`config.mk`:
```
export PLATFORM = sky130hd
export DESIGN_NAME = spi_cfg_slave
export DESIGN_NICKNAME = d
export VERILOG_FILES = /design/src/rtl/spi_cfg_pkg.sv /design/src/rtl/spi_cfg_sync.sv /design/src/rtl/spi_cfg_serial.sv /design/src/rtl/spi_cfg_regs.sv /design/src/rtl/spi_cfg_slave.sv
export SDC_FILE = /design/constraint.sdc
export NUM_CORES = 1
export LEC_CHECK = 0
export CAP_MARGIN = 20
export CELL_PAD_IN_SITES_DETAIL_PLACEMENT = 1
export CELL_PAD_IN_SITES_GLOBAL_PLACEMENT = 1
export CORE_AREA = 2 2 97 123
export DETAILED_ROUTE_END_ITERATION = 12
export DIE_AREA = 0 0 99 125
export PLACE_DENSITY_LB_ADDON = 0.2
export REMOVE_ABC_BUFFERS = 1
export SETUP_SLACK_MARGIN = 0.2
export SLEW_MARGIN = 10
export SYNTH_ARGS = -nofsm -noshare
export SYNTH_HDL_FRONTEND = slang
export SYNTH_SLANG_ARGS = --single-unit
```
`constraint.sdc`:
```
create_clock -name clk -period 1.94 [get_ports clk]
set_input_delay 0.485 -clock clk [delete_from_list [all_inputs] [get_ports clk]]
set_output_delay 0.485 -clock clk [all_outputs]
set_load 0.03 [all_outputs]
```
`src/rtl/spi_cfg_pkg.sv`:
```
package spi_cfg_pkg;
  localparam int ADDR_W = 13;
  localparam int BYTE_W = 8;
  localparam int INSTR_W = 3 + ADDR_W;
  localparam int ICNT_W = $clog2(INSTR_W);
  localparam int DCNT_W = $clog2(BYTE_W);

  localparam logic [ADDR_W-1:0] A_CFG   = 13'h000;
  localparam logic [ADDR_W-1:0] A_ID    = 13'h008;
  localparam logic [ADDR_W-1:0] A_REV   = 13'h009;
  localparam logic [ADDR_W-1:0] A_INDEX = 13'h010;
  localparam logic [ADDR_W-1:0] A_CDIV  = 13'h072;
  localparam logic [ADDR_W-1:0] A_OMODE = 13'h073;

  localparam int CFG_LSB  = 0;
  localparam int CFG_SOFT = 1;
  localparam int CFG_FOUR = 2;

  typedef enum logic [1:0] {PH_INSTR, PH_DATA, PH_DONE} phase_t;

  function automatic logic omode_ok(input logic [2:0] c);
    return (c == 3'b000) || (c == 3'b001) || (c == 3'b010) || (c == 3'b100);
  endfunction

  function automatic logic idx_ok(input logic [1:0] c);
    return (c == 2'b01) || (c == 2'b10);
  endfunction
endpackage

```
`src/rtl/spi_cfg_sync.sv`:
```
module spi_cfg_sync #(
  parameter int W = 3,
  parameter int STAGES = 2,
  parameter logic [W-1:0] RST_VAL = '0
) (
  input  logic         clk,
  input  logic         rst,
  input  logic [W-1:0] d,
  output logic [W-1:0] q
);
  for (genvar b = 0; b < W; b++) begin : g_bit
    logic [STAGES-1:0] chain;
    always_ff @(posedge clk) begin
      if (rst) chain <= {STAGES{RST_VAL[b]}};
      else if (STAGES == 1) chain <= d[b];
      else chain <= {chain[STAGES-2:0], d[b]};
    end
    assign q[b] = chain[STAGES-1];
  end
endmodule

```
`src/rtl/spi_cfg_serial.sv`:
```
module spi_cfg_serial
  import spi_cfg_pkg::*;
(
  input  logic              clk,
  input  logic              rst,
  input  logic              sclk_s,
  input  logic              csn_s,
  input  logic              mosi_s,
  input  logic              lsb_cfg,
  input  logic              four_cfg,
  input  logic [BYTE_W-1:0] rd_data,
  output logic [ADDR_W-1:0] rd_addr,
  output logic              wr_en,
  output logic [ADDR_W-1:0] wr_addr,
  output logic [BYTE_W-1:0] wr_data,
  output logic              tx_bit,
  output logic              sdio_oe,
  output logic              sdo_oe
);
  logic               sclk_d, rise, fall, lsb_q, is_rd;
  phase_t             phase;
  logic [ICNT_W-1:0]  icnt;
  logic [DCNT_W-1:0]  dcnt;
  logic [1:0]         left;
  logic [INSTR_W-1:0] instr, instr_nx;
  logic [BYTE_W-1:0]  rx, rx_nx, tx_sh, tx_src;
  logic [ADDR_W-1:0]  addr;

  assign rise = sclk_s & ~sclk_d;
  assign fall = ~sclk_s & sclk_d;
  assign rd_addr = addr;

  always_comb begin
    instr_nx = lsb_q ? {mosi_s, instr[INSTR_W-1:1]} : {instr[INSTR_W-2:0], mosi_s};
    rx_nx    = lsb_q ? {mosi_s, rx[BYTE_W-1:1]} : {rx[BYTE_W-2:0], mosi_s};
    tx_src   = (dcnt == '0) ? rd_data : tx_sh;
  end

  always_ff @(posedge clk) begin
    if (rst) begin
      sclk_d <= 1'b0;
      phase <= PH_INSTR;
      icnt <= '0;
      dcnt <= '0;
      left <= '0;
      lsb_q <= 1'b0;
      is_rd <= 1'b0;
      instr <= '0;
      rx <= '0;
      tx_sh <= '0;
      addr <= '0;
      wr_en <= 1'b0;
      wr_addr <= '0;
      wr_data <= '0;
      tx_bit <= 1'b0;
      sdio_oe <= 1'b0;
      sdo_oe <= 1'b0;
    end else begin
      sclk_d <= sclk_s;
      wr_en <= 1'b0;
      if (csn_s) begin
        phase <= PH_INSTR;
        icnt <= '0;
        dcnt <= '0;
        lsb_q <= lsb_cfg;
        sdio_oe <= 1'b0;
        sdo_oe <= 1'b0;
      end else begin
        if (rise) begin
          unique case (phase)
            PH_INSTR: begin
              instr <= instr_nx;
              icnt <= icnt + 1'b1;
              if (icnt == ICNT_W'(INSTR_W - 1)) begin
                addr <= instr_nx[ADDR_W-1:0];
                left <= instr_nx[ADDR_W+1:ADDR_W];
                is_rd <= instr_nx[INSTR_W-1];
                dcnt <= '0;
                phase <= PH_DATA;
              end
            end
            PH_DATA: begin
              rx <= rx_nx;
              dcnt <= dcnt + 1'b1;
              if (dcnt == DCNT_W'(BYTE_W - 1)) begin
                if (!is_rd) begin
                  wr_en <= 1'b1;
                  wr_addr <= addr;
                  wr_data <= rx_nx;
                end
                addr <= addr + 1'b1;
                if (left == 2'd0) phase <= PH_DONE;
                else left <= left - 1'b1;
              end
            end
            default: ;
          endcase
        end
        if (fall) begin
          if (phase == PH_DATA && is_rd) begin
            sdio_oe <= ~four_cfg;
            sdo_oe <= four_cfg;
            tx_bit <= lsb_q ? tx_src[0] : tx_src[BYTE_W-1];
            tx_sh <= lsb_q ? (tx_src >> 1) : (tx_src << 1);
          end else if (phase == PH_DONE) begin
            sdio_oe <= 1'b0;
            sdo_oe <= 1'b0;
          end
        end
      end
    end
  end
endmodule

```
`src/rtl/spi_cfg_regs.sv`:
```
module spi_cfg_regs
  import spi_cfg_pkg::*;
#(
  parameter logic [BYTE_W-1:0] CHIP_ID = 8'hA5,
  parameter logic [BYTE_W-1:0] CHIP_REV = 8'h02
) (
  input  logic              clk,
  input  logic              rst,
  input  logic              wr_en,
  input  logic [ADDR_W-1:0] wr_addr,
  input  logic [BYTE_W-1:0] wr_data,
  input  logic [ADDR_W-1:0] rd_addr,
  output logic [BYTE_W-1:0] rd_data,
  output logic              lsb_first,
  output logic              four_wire,
  output logic [1:0]        adc_sel,
  output logic [2:0]        out_mode,
  output logic [1:0]        clk_div
);
  logic soft_pend;

  always_ff @(posedge clk) begin
    if (rst || soft_pend) begin
      soft_pend <= 1'b0;
      lsb_first <= 1'b0;
      four_wire <= 1'b0;
      adc_sel <= 2'b01;
      out_mode <= 3'b000;
      clk_div <= 2'b00;
    end else if (wr_en) begin
      unique case (wr_addr)
        A_CFG: begin
          lsb_first <= wr_data[CFG_LSB];
          four_wire <= wr_data[CFG_FOUR];
          soft_pend <= wr_data[CFG_SOFT];
        end
        A_INDEX: if (idx_ok(wr_data[1:0])) adc_sel <= wr_data[1:0];
        A_CDIV:  if (wr_data[1:0] != 2'b11) clk_div <= wr_data[1:0];
        A_OMODE: if (omode_ok(wr_data[2:0])) out_mode <= wr_data[2:0];
        default: ;
      endcase
    end
  end

  always_comb begin
    rd_data = '0;
    unique case (rd_addr)
      A_CFG: begin
        rd_data[CFG_LSB] = lsb_first;
        rd_data[CFG_FOUR] = four_wire;
      end
      A_ID:    rd_data = CHIP_ID;
      A_REV:   rd_data = CHIP_REV;
      A_INDEX: rd_data[1:0] = adc_sel;
      A_CDIV:  rd_data[1:0] = clk_div;
      A_OMODE: rd_data[2:0] = out_mode;
      default: ;
    endcase
  end
endmodule

```
`src/rtl/spi_cfg_slave.sv`:
```
module spi_cfg_slave
  import spi_cfg_pkg::*;
#(
  parameter int SYNC_STAGES = 2,
  parameter logic [7:0] CHIP_ID = 8'hA5,
  parameter logic [7:0] CHIP_REV = 8'h02
) (
  input  logic       clk,
  input  logic       rst,
  input  logic       spi_sclk,
  input  logic       spi_csn,
  input  logic       spi_sdio_in,
  output logic       spi_sdio_out,
  output logic       spi_sdio_oe,
  output logic       spi_sdo,
  output logic       spi_sdo_oe,
  output logic [1:0] adc_sel,
  output logic [2:0] out_mode,
  output logic [1:0] clk_div
);
  logic [2:0]        pins_s;
  logic              lsb_first, four_wire, wr_en, tx_bit;
  logic [ADDR_W-1:0] wr_addr, rd_addr;
  logic [BYTE_W-1:0] wr_data, rd_data;

  spi_cfg_sync #(.W(3), .STAGES(SYNC_STAGES), .RST_VAL(3'b010)) u_sync (
    .clk(clk), .rst(rst),
    .d({spi_sdio_in, spi_csn, spi_sclk}),
    .q(pins_s)
  );

  spi_cfg_serial u_serial (
    .clk(clk), .rst(rst),
    .sclk_s(pins_s[0]), .csn_s(pins_s[1]), .mosi_s(pins_s[2]),
    .lsb_cfg(lsb_first), .four_cfg(four_wire),
    .rd_data(rd_data), .rd_addr(rd_addr),
    .wr_en(wr_en), .wr_addr(wr_addr), .wr_data(wr_data),
    .tx_bit(tx_bit), .sdio_oe(spi_sdio_oe), .sdo_oe(spi_sdo_oe)
  );

  spi_cfg_regs #(.CHIP_ID(CHIP_ID), .CHIP_REV(CHIP_REV)) u_regs (
    .clk(clk), .rst(rst),
    .wr_en(wr_en), .wr_addr(wr_addr), .wr_data(wr_data),
    .rd_addr(rd_addr), .rd_data(rd_data),
    .lsb_first(lsb_first), .four_wire(four_wire),
    .adc_sel(adc_sel), .out_mode(out_mode), .clk_div(clk_div)
  );

  assign spi_sdio_out = tx_bit;
  assign spi_sdo = tx_bit;
endmodule

```
==> results.md, run 1 <==
- Fin util: 0.511
- Setup repair after global routing missed its margin: true
- Final worst setup slack: 0.0916 ns
- Ys Warns: 0
- Synth top area cells: dfxtp_1 41%, mux2i_1 9.7%, nor2_1 7.6%
- Peak VDD IR: 0.000383 V
- Via/cell ratio: 5.69
- Area fraction of the dominant cell type after synthesis: 0.411
- Clock Pin Slew Worst Setup and Hold Paths: 0.06 ns
- Root buffer cell: clkbuf_16
- WHS Endpoint: u_sync.g_bit[1].chain[1]
- Yosys cell types: 56
- Ant. Diodes: 0
- Drt drc: 0
- Total congestion overflow: 0
- Full die area: 0.0124 mm2
- Layout area overhead: 24.7%
- Cell Pwr Density: 699 mW/mm2
- Routed met1 length: 5.67 mm
- Final nets: 595
- CTS Sinks: 95
- Final setup viols: 0
- Max Clk Rate: 541 MHz
- Buffers on Ports: 15
- Most common cell after layout, fill and taps aside: nor2_1
- FF-to-FF path depth: 9
- I/O Pins: 16
- Worst Hold Path Cells: 1
- CTS tree: yes
- Top FF cell, synth: dfxtp_1
- Place WS: 0.0723 ns
- DR top layer: met4
- Flops & latches, synth: 95
- Worst slew pin tran: 0.576 ns
- Clk_lat worst skew: 0.34 ns
- Hold path startpoint: u_sync.g_bit[1].chain[0]
- # Max-Cap Violations: 0
- Overall routing resource usage: 0.209
- Routed wl met2: 6.54 mm
- Worst R2R End: u_serial.tx_sh[2]
- Crit share post-route: 0.953
- Routed Antenna Nets: 0
- Routed length per instance: 18.0 um
- Starting Density: 0.410
- CP Launch Type: register
- Total CTS buffers: 9
- Crit path arrival time: 2.11 ns
- Largest net degree at the start of global routing: 36
- Die Width: 99 um
- Drt initial violations: 183
- Share of cells above drive strength 1: 0.233
- Pwr Total: 4.03 mW
- Register area share after synthesis: 0.411
- Worst min path class: reg2reg
- Die H: 125 um
- Number of flops mapped to enable cells by yosys: 0
- Status: complete, no violations
- Vias in the first global route: 4118
- CP endpoint kind: register
- Mean Syn Cell Area: 8.58 um2
- First-pass GRT wire length: 21.0 mm
- Hold Buf Count CTS: 0
- H-tree depth: 3
- Most frequent cells in the layout: 91 x nor2_1, 80 x dfxtp_1, 45 x mux2i_1
- Crit Path Max Fanout: 7
- Row cnt: 44
- Drt pass-1 iters: 4
- CORE AREA: 0.0113 mm2
- Antenna violations before repair: 0
- Worst reg2reg path startpoint: u_serial.dcnt[0]
- Minimum hold slack: 0.410 ns
- Slew Limit Fails: 0
- GP Congestion: 0.823
- Mapped Cells: 539
- Mapped Area: 0.00462 mm2
- Clk buf depth: 2
- Async SR Flop Fraction: 0
- Leakage: 2.00 nW
- Relative slew slack: 0.613
- Critical path class: reg2reg
- WL met3: 258 um
- HPWL after detailed placement: 8.73 mm
- Time the worst path needs with I/O delays and setup: 1.85 ns
- CP Data Required Time: 2.20 ns
- Final Hold Viols: 0
- Reg2Reg Setup Slack: 0.09 ns
- Skew final: 0.00704 ns
- Cell taking the most area after synthesis: dfxtp_1
- Final wirelength: 12.9 mm
- Routed vias: 4077
-- power by group --
part / internal (mW) / switching (mW)
clock network: 1.24 / 0.740
logic: 0.0298 / 0.0563
registers: 1.96 / 0.00902
-- worst max path at each step --
stage	start	to	slack [ns]	depth (start not counted)
floorplan	u_serial.sclk_d	u_serial.is_rd	-1.53	5
global placement	u_serial.dcnt[0]	u_serial.rd_addr[12]	0.17	8
detailed placement	u_serial.icnt[0]	u_serial.left[1]	0.07	6
CTS	u_serial.rd_addr[3]	u_serial.tx_sh[3]	0.11	5
global route	u_serial.dcnt[0]	u_serial.tx_sh[2]	-0.07	9
finish	u_serial.dcnt[0]	u_serial.tx_sh[2]	0.09	9
-- critical path, cell delays in order, from the launching register on --
cell and delay [ns]:
dfxtp_4 0.36, buf_6 0.12, inv_1 0.05, ha_2 0.17, nor2b_4 0.14, buf_6 0.12
nand3_4 0.10, nor3_1 0.32, o21ai_0 0.20, a31oi_1 0.19
-- kinds of logic (layout without fill, tap and decap cells) --
logic type	Yosys count	after routing	synth area share
simple gates	216	216	0.226
flops	95	95	0.411
compound gates	119	119	0.166
fa+ha+maj	13	13	0.0352
buf+inv	46	86	0.0536
mux	47	47	0.102
xor+xnor	3	3	0.00569
-- area by class of cell --
type	count	area, um2
fill	1297	5520
inverter	8	30.0
clock inverter	4	97.6
sequential	95	1930
multi-input combinational	398	2740
tap	138	173
timing repair buffer	65	572
clock buffer	9	225
-- what timing repair did --
action                     CTS  global route
gates cloned                 1             0
gates resized for setup     34            59
setup endpoints to repair   31            48
buffers inserted             7             8
pin swaps                    5            32
-- cells in the mapped netlist, drive strengths merged (2+ instances only) --
library cell / n
nand4: 7
a22oi: 5
a21oi: 32
dfxtp: 95
ha: 13
or2: 4
buf: 17
nor3b: 2
nor4b: 2
nand4b: 2
or3: 4
xor2: 2
a31oi: 5
mux2: 2
clkbuf: 21
nand2b: 6
nor4: 3
a2111oi: 3
and4: 2
nor3: 18
nand3b: 4
o21ai: 27
nand2: 38
nor2: 94
o211ai: 2
a221oi: 2
nor2b: 12
mux2i: 45
nand3: 11
and3: 3
o22ai: 3
inv: 8
a211oi: 29
o21ba: 2
-- through the flow --
stage	instance area, um2	std cells	setup TNS [ns]
after global routing	5770	717	-0.0720
after CTS	5510	709	0
after global placement	5040	688	0
after floorplan	4400	501	-51.08
final	5770	717	0
after detailed placement	5040	688	0
-- registers in the layout (all words and copies together), names as in the netlist, 2 cells and up --
| name | cells |
|---|---|
| u_regs.adc_sel | 2 |
| u_regs.clk_div | 2 |
| u_regs.out_mode | 3 |
| u_serial.dcnt | 3 |
| u_serial.icnt | 4 |
| u_serial.instr | 16 |
| u_serial.left | 2 |
| u_serial.phase | 2 |
| u_serial.rd_addr | 13 |
| u_serial.rx | 8 |
| u_serial.tx_sh | 8 |
| u_serial.wr_addr | 13 |
| u_serial.wr_data | 3 |
| u_sync.g_bit.chain | 6 |
-- per-layer routing --
metal  GRT usage  vias to the layer above
li1            -                     1982
met1       0.256                     2021
met2       0.360                       48
met3      0.0358                       26
met4      0.0894                        0
met5           0                        -
Power figures use the tool's default switching activity.
==> run 2: changes to the inputs <==
==> constraint.sdc (replaced) <==
create_clock -name clk -period 1.94 [get_ports clk]
set_input_delay 0.485 -clock clk [delete_from_list [all_inputs] [get_ports clk]]
set_output_delay 0.485 -clock clk [all_outputs]
set_load 0.005 [all_outputs]
==> run 2 against run 1 <==
Worst setup slack lost 0.040 ns. Core utilization down 0.23 points. Clock skew about the same. Global-route usage up 0.069 points. First-iteration DRC count fell by 18%. Critical endpoint is now u_serial.tx_sh[3].
==> results.md, run 2 (synthesis gave the netlist of run 1 again) <==
- Status: complete, no violations
- Row cnt: 44
- Die H: 125 um
- Root buffer cell: clkbuf_16
- Clock Pin Slew Worst Setup and Hold Paths: 0.06 ns
- CP bufs+invs: 0
- Routed Antenna Nets: 0
- Most common cell after layout, fill and taps aside: nor2_1
- Clk_lat worst skew: 0.34 ns
- Cell family with most CP delay: simple AND/OR/NAND/NOR gates
- Launch point of the worst path: u_serial.rd_addr[2]
- Peak VDD IR: 0.000336 V
- Crit-path cells: or4b_4 > nor3_4 > a31oi_2 > or3_1 > a311oi_1
- Slew Limit Fails: 0
- Skew final: 0.00708 ns
- CP Data Required Time: 2.19 ns
- Cell Pwr Density: 702 mW/mm2
- Drt pass-1 iters: 4
- Routed length per instance: 18.0 um
- CP Depth: 5
- Buffers on Ports: 15
- Via/cell ratio: 5.69
- H-tree depth: 3
- CP Launch Type: register
- Routed vias: 4054
- Crit path arrival time: 2.14 ns
- Ant. Diodes: 0
- Layout area overhead: 24.2%
- CTS Sinks: 95
- Time the worst path needs with I/O delays and setup: 1.89 ns
- Largest net degree at the start of global routing: 36
- Final setup viols: 0
- Die Width: 99 um
- Leakage: 1.93 nW
- Worst R2R End: u_serial.tx_sh[3]
- Antenna violations before repair: 0
- Worst Setup EP: u_serial.tx_sh[3]
- HPWL after detailed placement: 8.73 mm
- Setup repair after global routing missed its margin: true
- Max Clk Rate: 530 MHz
- FF-to-FF path depth: 5
- # Max-Cap Violations: 0
- Final Hold Viols: 0
- Crit Path Max Fanout: 2
- Hold Buf Count CTS: 0
- Starting Density: 0.410
- CP endpoint kind: register
- CP max stage cell: or4b_4
- Crit share post-route: 0.973
- Share of cells above drive strength 1: 0.217
- Layout fillers: 1299
- Vias in the first global route: 4139
- Drt initial violations: 150
- Final nets: 591
- Total congestion overflow: 0
- Worst reg2reg path startpoint: u_serial.rd_addr[2]
- Reg2Reg Setup Slack: 0.05 ns
- Clk buf depth: 2
- Final wirelength: 12.8 mm
- Critical path class: reg2reg
- Overall routing resource usage: 0.210
- Most flop-heavy register: u_serial.instr
- CORE AREA: 0.0113 mm2
- Worst slew pin tran: 0.579 ns
- Drt drc: 0
- Total CTS buffers: 9
- First-pass GRT wire length: 21.1 mm
- Most frequent cells in the layout: 92 x nor2_1, 80 x dfxtp_1, 45 x mux2i_1
- Crit-path max cell delay: 0.56 ns
- GP Congestion: 0.823
- Full die area: 0.0124 mm2
- Worst min path class: reg2reg
- Largest register FFs: 16
- Pwr Total: 4.03 mW
- CTS tree: yes
- Relative slew slack: 0.611
- Minimum hold slack: 0.410 ns
- I/O Pins: 16
[run 2: changes by cell type in the layout (fill, tap and decap cells not counted), moves of 3 or more]
cell	delta
clkdlybuf4s50_1	+11
dlygate4sd2_1	-11
buf_4	-5
nand2_2	-3
[run 2: where the power goes]
group | internal (mW) | total [mW] | switching, mW
Sequential | 1.96 | 1.97 | 0.00914
Combinational | 0.0308 | 0.0868 | 0.0560
Clock | 1.24 | 1.97 | 0.735
Total | 3.23 | 4.03 | 0.800
[run 2: how the worst min path moves through the flow]
stage	from	to	slack [ns]	depth (start not counted)
global route	u_sync.g_bit[1].chain[0]	u_sync.g_bit[1].chain[1]	0.43	1
global placement	u_sync.g_bit[1].chain[0]	u_sync.g_bit[1].chain[1]	0.39	1
floorplan	u_sync.g_bit[1].chain[0]	u_sync.g_bit[1].chain[1]	0.39	1
finish	u_sync.g_bit[1].chain[0]	u_sync.g_bit[1].chain[1]	0.41	1
CTS	u_sync.g_bit[1].chain[0]	u_sync.g_bit[1].chain[1]	0.41	1
detailed placement	u_sync.g_bit[1].chain[0]	u_sync.g_bit[1].chain[1]	0.39	1
[run 2: repair_timing]
item	4_1_cts	5_1_grt
setup endpoints to repair	20	50
pin swaps	6	28
gates cloned	1	0
gates resized for setup	25	51
buffers inserted	7	4
[run 2: routing by layer]
layer	up-vias	wire, um	GRT usage
met2	47	6570	0.363
met1	2007	5590	0.256
li1	1977	-	-
met5	-	0	0
met4	0	376	0.0902
met3	23	294	0.0347
[run 2: area by class of cell]
| cell class | count | area, um2 | share of cell area |
|---|---|---|---|
| multi-input cells | 398 | 2730 | 0.475 |
| flip-flops and latches | 95 | 1930 | 0.336 |
| repair buffers | 61 | 559 | 0.0974 |
| clock buffers | 9 | 225 | 0.0392 |
| well taps | 138 | 173 | 0.0301 |
| clock inverters | 4 | 97.6 | 0.0170 |
| inverters | 8 | 30.0 | 0.00523 |
[run 2: through the flow]
stage | setup WS, ns | area, um2 | cells | utilization | TNS [ns]
floorplan | -1.53 | 4400 | 501 | - | -51.08
global placement | 0.173 | 5040 | 688 | 0.447 | 0
detailed placement | 0.0723 | 5040 | 688 | 0.447 | 0
CTS | 0.109 | 5530 | 709 | 0.490 | 0
global route | 0.00166 | 5740 | 713 | 0.509 | 0
finish | 0.0520 | 5740 | 713 | 0.509 | 0
